===== config.mk =====
export PLATFORM = sky130hd
export DESIGN_NAME = als_status_top
export DESIGN_NICKNAME = d
export VERILOG_FILES = /design/src/rtl/als_pkg.sv /design/src/rtl/als_err_bank.sv /design/src/rtl/als_alm_track.sv /design/src/rtl/als_intr_gen.sv /design/src/rtl/als_rd_port.sv /design/src/rtl/als_status_top.sv
export SDC_FILE = /design/constraint.sdc
export NUM_CORES = 1
export LEC_CHECK = 0
export ABC_AREA = 1
export BUFFER_PORTS_ARGS = -buffer_cell sky130_fd_sc_hd__buf_2
export CAP_MARGIN = 20
export CORE_MARGIN = 1.5
export CORE_UTILIZATION = 45
export CTS_CLUSTER_SIZE = 10
export DETAILED_ROUTE_END_ITERATION = 6
export GPL_TIMING_DRIVEN = 1
export PLACE_DENSITY_LB_ADDON = 0.1
export SYNTH_ARGS = -nofsm -noshare
export SYNTH_HDL_FRONTEND = slang
export SYNTH_SLANG_ARGS = --single-unit

===== constraint.sdc =====
create_clock -name clk -period 0.9 [get_ports clk]
set_input_delay 0.045 -clock clk [delete_from_list [all_inputs] [get_ports clk]]
set_output_delay 0.045 -clock clk [all_outputs]
set_load 0.05 [all_outputs]

===== src/rtl/als_pkg.sv =====
package als_pkg;

    localparam int NUM_ERR = 9;
    localparam int NUM_ALM = 4;
    localparam int DATA_W  = 16;

    // reset image of the alarm word: cell alignment loss, out of frame, frame loss set
    localparam logic [NUM_ALM-1:0] ALM_RST = 4'b1101;

    typedef enum logic {
        SEL_ERR = 1'b0,
        SEL_ALM = 1'b1
    } word_sel_e;

    typedef struct packed {
        logic      en;
        word_sel_e sel;
    } rd_req_t;

    function automatic logic [DATA_W-1:0] pad_err(input logic [NUM_ERR-1:0] v);
        logic [DATA_W-1:0] r;
        r = '0;
        r[NUM_ERR-1:0] = v;
        return r;
    endfunction

    function automatic logic [DATA_W-1:0] pad_alm(input logic [NUM_ALM-1:0] v);
        logic [DATA_W-1:0] r;
        r = '0;
        r[NUM_ALM-1:0] = v;
        return r;
    endfunction

endpackage


===== src/rtl/als_err_bank.sv =====
module als_err_bank #(
    parameter int N = 9
) (
    input  logic         clk,
    input  logic         rst_any,
    input  logic [N-1:0] evt,
    input  logic         clr,
    output logic [N-1:0] q
);
    // one sticky flop per event source; a fresh event outranks the clear
    for (genvar i = 0; i < N; i++) begin : g_bit
        always_ff @(posedge clk) begin
            if (rst_any) q[i] <= 1'b0;
            else         q[i] <= (q[i] & ~clr) | evt[i];
        end
    end
endmodule


===== src/rtl/als_alm_track.sv =====
module als_alm_track #(
    parameter int             N   = 4,
    parameter logic [N-1:0]   RST = '1
) (
    input  logic         clk,
    input  logic         rst_any,
    input  logic [N-1:0] lvl,
    output logic [N-1:0] q,
    output logic         chg
);
    always_ff @(posedge clk) begin
        if (rst_any) q <= RST;
        else         q <= lvl;
    end

    // a bit that differs from its registered copy changes at the coming edge
    assign chg = |(lvl ^ q);
endmodule


===== src/rtl/als_intr_gen.sv =====
module als_intr_gen (
    input  logic clk,
    input  logic rst_any,
    input  logic set,
    input  logic rd,
    output logic intr
);
    always_ff @(posedge clk) begin
        if (rst_any)  intr <= 1'b0;
        else if (set) intr <= 1'b1;
        else if (rd)  intr <= 1'b0;
    end
endmodule


===== src/rtl/als_rd_port.sv =====
module als_rd_port
    import als_pkg::*;
#(
    parameter int NE = NUM_ERR,
    parameter int NA = NUM_ALM,
    parameter int DW = DATA_W
) (
    input  logic          clk,
    input  logic          rst_any,
    input  rd_req_t       req,
    input  logic [NE-1:0] err_q,
    input  logic [NA-1:0] alm_q,
    output logic [DW-1:0] rd_data
);
    logic [DW-1:0] word;

    always_comb begin
        word = '0;
        if (req.sel == SEL_ALM) word[NA-1:0] = alm_q;
        else                    word[NE-1:0] = err_q;
    end

    always_ff @(posedge clk) begin
        if (rst_any)     rd_data <= '0;
        else if (req.en) rd_data <= word;
    end
endmodule


===== src/rtl/als_status_top.sv =====
module als_status_top
    import als_pkg::*;
#(
    parameter int                NE  = NUM_ERR,
    parameter int                NA  = NUM_ALM,
    parameter int                DW  = DATA_W,
    parameter logic [NA-1:0]     ARV = ALM_RST
) (
    input  logic          clk,
    input  logic          rst,
    input  logic          sw_rst,
    input  logic [NE-1:0] err_evt,
    input  logic [NA-1:0] alm_lvl,
    input  logic          rd_en,
    input  logic          rd_sel,
    output logic [DW-1:0] rd_data,
    output logic          intr
);
    logic          rst_any;
    rd_req_t       req;
    logic [NE-1:0] err_q;
    logic [NA-1:0] alm_q;
    logic          alm_chg;
    logic          err_clr;

    assign rst_any = rst | sw_rst;
    assign req.en  = rd_en;
    assign req.sel = word_sel_e'(rd_sel);
    assign err_clr = req.en && (req.sel == SEL_ERR);

    als_err_bank #(.N(NE)) u_err (
        .clk(clk), .rst_any(rst_any), .evt(err_evt), .clr(err_clr), .q(err_q)
    );

    als_alm_track #(.N(NA), .RST(ARV)) u_alm (
        .clk(clk), .rst_any(rst_any), .lvl(alm_lvl), .q(alm_q), .chg(alm_chg)
    );

    als_intr_gen u_intr (
        .clk(clk), .rst_any(rst_any), .set((|err_evt) | alm_chg),
        .rd(req.en), .intr(intr)
    );

    als_rd_port #(.NE(NE), .NA(NA), .DW(DW)) u_rd (
        .clk(clk), .rst_any(rst_any), .req(req), .err_q(err_q),
        .alm_q(alm_q), .rd_data(rd_data)
    );
endmodule


# [After elaboration in Yosys (flattened, before gate mapping)]
# Index checks and enable logic that the tools add are counted.
[totals] register_bits=23 input_bits=18 output_inout_bits=17
[classes] n_mux=4 n_bitwise=23 reduce_logical=4
[ops] op="$or A1 B1 Y1" n=11
[ops] op="$and A1 B1 Y1" n=9
[ops] op="$reduce_or A9 Y1" n=1
[ops] op="$mux W5" n=1
[ops] op="$mux W4" n=1
[ops] op="$reduce_or A4 Y1" n=1
[ops] op="$xor A4 B4 Y4" n=1
[ops] op="$mux W1" n=2
[ops] op="$not A1 Y1" n=2
[ops] op="$reduce_bool A2 Y1" n=1
[ops] op="$logic_and A1 B1 Y1" n=1

# [Longest topological paths before layout]
[logic_depth] ltp_word=5 ltp_mapped=8 depth_no_buf=7

# [Modules after synthesis]
# A second synthesis with hierarchy kept.
[unflattened] cells_unflattened=151 hier_area_um2=1061.0
[modules_own_cells] module="als_rd_port" instances=1 cells_per_inst=64 area_per_inst_um2=445.4
[modules_own_cells] module="als_err_bank" instances=1 cells_per_inst=38 area_per_inst_um2=337.8
[modules_own_cells] module="als_alm_track" instances=1 cells_per_inst=32 area_per_inst_um2=185.2
[modules_own_cells] module="als_status_top" instances=1 cells_per_inst=12 area_per_inst_um2=52.6
[modules_own_cells] module="als_intr_gen" instances=1 cells_per_inst=5 area_per_inst_um2=40.0

# [Worst setup path before layout]
# Ideal clock, no wire load.
[synth_path] kind="flip-flop to flip-flop" start="register, netlist name u_intr.intr" end="register u_intr.intr" setup_time_ns=0.064 arrival_time_ns=0.941 required_time_ns=0.836 setup_slack_ns=-0.105 path_stages_with_launch=7 path_buffers=0 synth_period_minus_slack_ns=1.005 cell_sequence="dfxtp_1 nand2_1 nand2_1 nor2_1 nand2_1 nor2_1 nor2_1"
[synth_rtl] item="end signal: assignment" line_no="als_intr_gen.sv:9" rtl="if (rst_any) intr <= 1'b0;"
[synth_rtl] item="end signal: assignment" line_no="als_intr_gen.sv:10" rtl="else if (set) intr <= 1'b1;"
[synth_rtl] item="end signal: assignment" line_no="als_intr_gen.sv:11" rtl="else if (rd) intr <= 1'b0;"
[synth_rtl] item="end: declaration" line_no="als_intr_gen.sv:6" rtl="output logic intr"

# [Worst setup path after layout]
[layout_path] start="input err_evt[8]" end="register u_intr.intr"
[layout_between] elab_chain_len=3
[layout_rtl] item="start: declaration" line_no="als_status_top.sv:12" rtl="input logic [NE-1:0] err_evt,"
[layout_rtl] item="$reduce_or A9 Y1 *" line_no="als_status_top.sv:40" rtl=".clk(clk), .rst_any(rst_any), .set((|err_evt) | alm_chg),"
[layout_rtl] item="$or A1 B1 Y1 *" line_no="als_status_top.sv:40"
[layout_rtl] item="$mux W1 or $reduce_bool A2 Y1 (tied branches)"
# Mark *: on every way between the ends. The rest lies on a longest branch, timed or not.
# A chain may end at the register's enable or synchronous reset.

==> key figures <==
STA
  – RSZ-0062 raised after global routing: yes
  – Setup TNS: 0 ns
  – Final slew viol count: 0
  – Clk_skew: 0.00238 ns
  – Final Hold Fails: 0
  – Fin crit period: 0.898 ns
  – Setup violators final: 0
  – Relative slew slack: 58.0%
  – Final worst setup slack: 0.00214 ns
  – Final Cycle Share: 99.8%
  – Achievable Freq: 1.11 GHz
  – Worst Tran Pin Value: 0.629 ns
  – Final hold slack: 0.0466 ns

Placement
  – DP HPWL: 1350 µm
  – Area after DPL: 0.00111 mm²
  – GP Congestion: 0.763
  – DP Cell Count: 184
  – Pre-CTS WS: -0.00900 ns
  – Port-buffer cells: 27

Yosys
  – Cell count after synthesis: 134
  – Sequential area share after synthesis: 46.4%
  – Yosys reg bits: 23
  – Syn Area/Cell: 7.40 µm²
  – Yosys cell types: 16
  – Synthesized area: 992 µm²
  – Synth Warn #: 0

CTS
  – Clock transition at path regs: 0.12 ns
  – TritonCTS Buffers: 3
  – Longest Clk Path Bufs: 2
  – Clock Tree Root: clkbuf_4
  – CTS tree: built
  – # clock sinks: 23
  – CTS H-Tree Depth: 1
  – Worst-Skew Late Latency: 0.31 ns
  – Post-CTS Setup Bufs: 0

Final layout
  – Ant. Diodes: 0
  – Final #Nets: 193
  – Most frequent cells in the layout: nand2_1 (36), a21oi_1 (20), buf_2 (17), inv_1 (14), dfxtp_2 (14)
  – Final core occ: 66.8%
  – Share of cells above drive strength 1: 30.5%
  – Most common cell after layout, fill and taps aside: nand2_1
  – Area Overhead vs Synth: 36.1%
  – Fillers: 190
  – Fin cells: 201
  – Final instance area: 0.00135 mm²

Hold path
  – Worst Hold Path EP: u_alm.q[3]
  – HP Class: in2reg
  – Hold depth: 4
  – Hold Crit Start: rst

Critical path
  – R2R setup slack: 0.01 ns
  – WP data required: 1.08 ns
  – Crit path largest cell delay: 0.54 ns
  – Startpoint Class: primary input
  – Slowest-stage cell, CP: dlygate4sd3_1
  – Reg-to-reg critical path startpoint: u_alm.q[3]
  – Most used cell, CP: nor2_1
  – Critical Path Source: err_evt[8]
  – CP max FO: 2
  – CP Capture Type: flop
  – Worst Path Arrival: 1.08 ns
  – Cells on worst reg2reg path: 7
  – Kind of critical path: in2reg
  – Critical path, cell by cell: dlygate4sd3_1, buf_2, nor2_1, nand3_1, nor2_1, nor2_1
  – Reg2reg end: u_intr.intr

Global routing
  – Grt total ovfl: 0
  – Vias in the first global route: 801
  – Global-route wire length before repair: 3260 µm
  – Largest net degree at the start of global routing: 21
  – Initial antenna violation count: 0
  – Global Route Usage Sum: 17.2%

Detailed routing
  – Vias/cell: 4.56
  – Vias: 916
  – WL final: 2020 µm
  – Initial DRC count: 19
  – Drt drc: 0
  – Wire length per cell: 10.0 µm
  – DRT antenna net count: 0
  – Pre-antenna DRT Iters: 4

Floorplanning
  – Core Box Area: 0.00202 mm²
  – Die W: 50.0 µm
  – Io pins: 35
  – Die height: 50.0 µm
  – Row Count: 16
  – Initial core utilization: 49.1%
  – Full die area: 0.00250 mm²

Pwr
  – Power Density: 1410 mW/mm²
  – IR drop worst, VDD: 0.00111 V
  – Tot Pwr: 1.91 mW
  – Leak: 0.635 nW

Flow run
  – Max-Cap Viols: 0

Run status
  – Status: finished, final reports clean
state kept, by name, summed over array words and instances (netlist names):
signal	flops
u_intr.intr	1
u_rd.rd_data	9
u_err.q	9
u_alm.q	4
worst max path at each step:
stage             endpoint  depth (start not counted)
4_1_cts         rd_data[6]                          1
3_3_place_gp   u_intr.intr                          7
5_1_grt        u_intr.intr                          7
2_1_floorplan  u_intr.intr                          6
6_report       u_intr.intr                          6
3_5_place_dp   u_intr.intr                          7
report_power, final:
part | switching, mW | leakage (nW) | internal, mW | total, mW
registers | 0.0210 | 0.192 | 1.06 | 1.08
clock network | 0.298 | 0.0150 | 0.173 | 0.472
logic | 0.224 | 0.428 | 0.134 | 0.358
total | 0.543 | 0.635 | 1.36 | 1.91
cell families (layout without fill, tap and decap cells):
group / Yosys count / count (layout) / synth area share [%]
AO/OA/AOI/OAI: 26 / 26 / 15.0
other: 1 / 7 / 0.378
flip-flops: 23 / 23 / 46.4
buffers and inverters: 29 / 63 / 16.4
AND/OR/NAND/NOR: 55 / 55 / 21.8
cell type report:
class                   count  area, µm²  share of cell area [%]
flip-flops and latches     23        478                    35.4
multi-input cells          88        392                    29.0
repair buffers             42        354                    26.2
inverters                  17       66.3                    4.91
well taps                  27       33.8                    2.50
clock buffers               4       26.3                    1.95
synthesized netlist by cell type:
| cell | instances | area, µm² |
|---|---|---|
| nand2_2 | 1 | 6.26 |
| nand3_1 | 6 | 30.0 |
| conb_1 | 1 | 3.75 |
| inv_4 | 1 | 6.26 |
| a21oi_1 | 20 | 100 |
| nor2_1 | 12 | 45.0 |
| inv_1 | 16 | 60.1 |
| a21oi_4 | 1 | 16.3 |
| buf_6 | 3 | 33.8 |
| dfxtp_1 | 23 | 460 |
| buf_4 | 7 | 52.6 |
| o21ai_0 | 3 | 15.0 |
| o21ai_2 | 1 | 8.76 |
| nand2_1 | 36 | 135 |
| a21oi_2 | 1 | 8.76 |
| buf_2 | 2 | 10.0 |
timing repair:
action	CTS	global route
resized for setup	18	12
hold endpoints to repair	13	0
endpoints found under the setup margin	11	13
pin swaps	1	1
hold buffers	13	0
worst max-delay path: cells and delay by family:
| family | cells | cell delay [ns] |
|---|---|---|
| buffers and inverters | 2 | 0.67 |
| and+or+nand+nor | 4 | 0.36 |
layer usage:
layer	GRT usage [%]	wire length, µm	part of all wire (%)
met5	0	0	0
met1	20.4	935	46
met3	6.36	92	4.6
met2	29.1	982	49
met4	4.17	8	0.40
(Power assumes the default switching activity.)
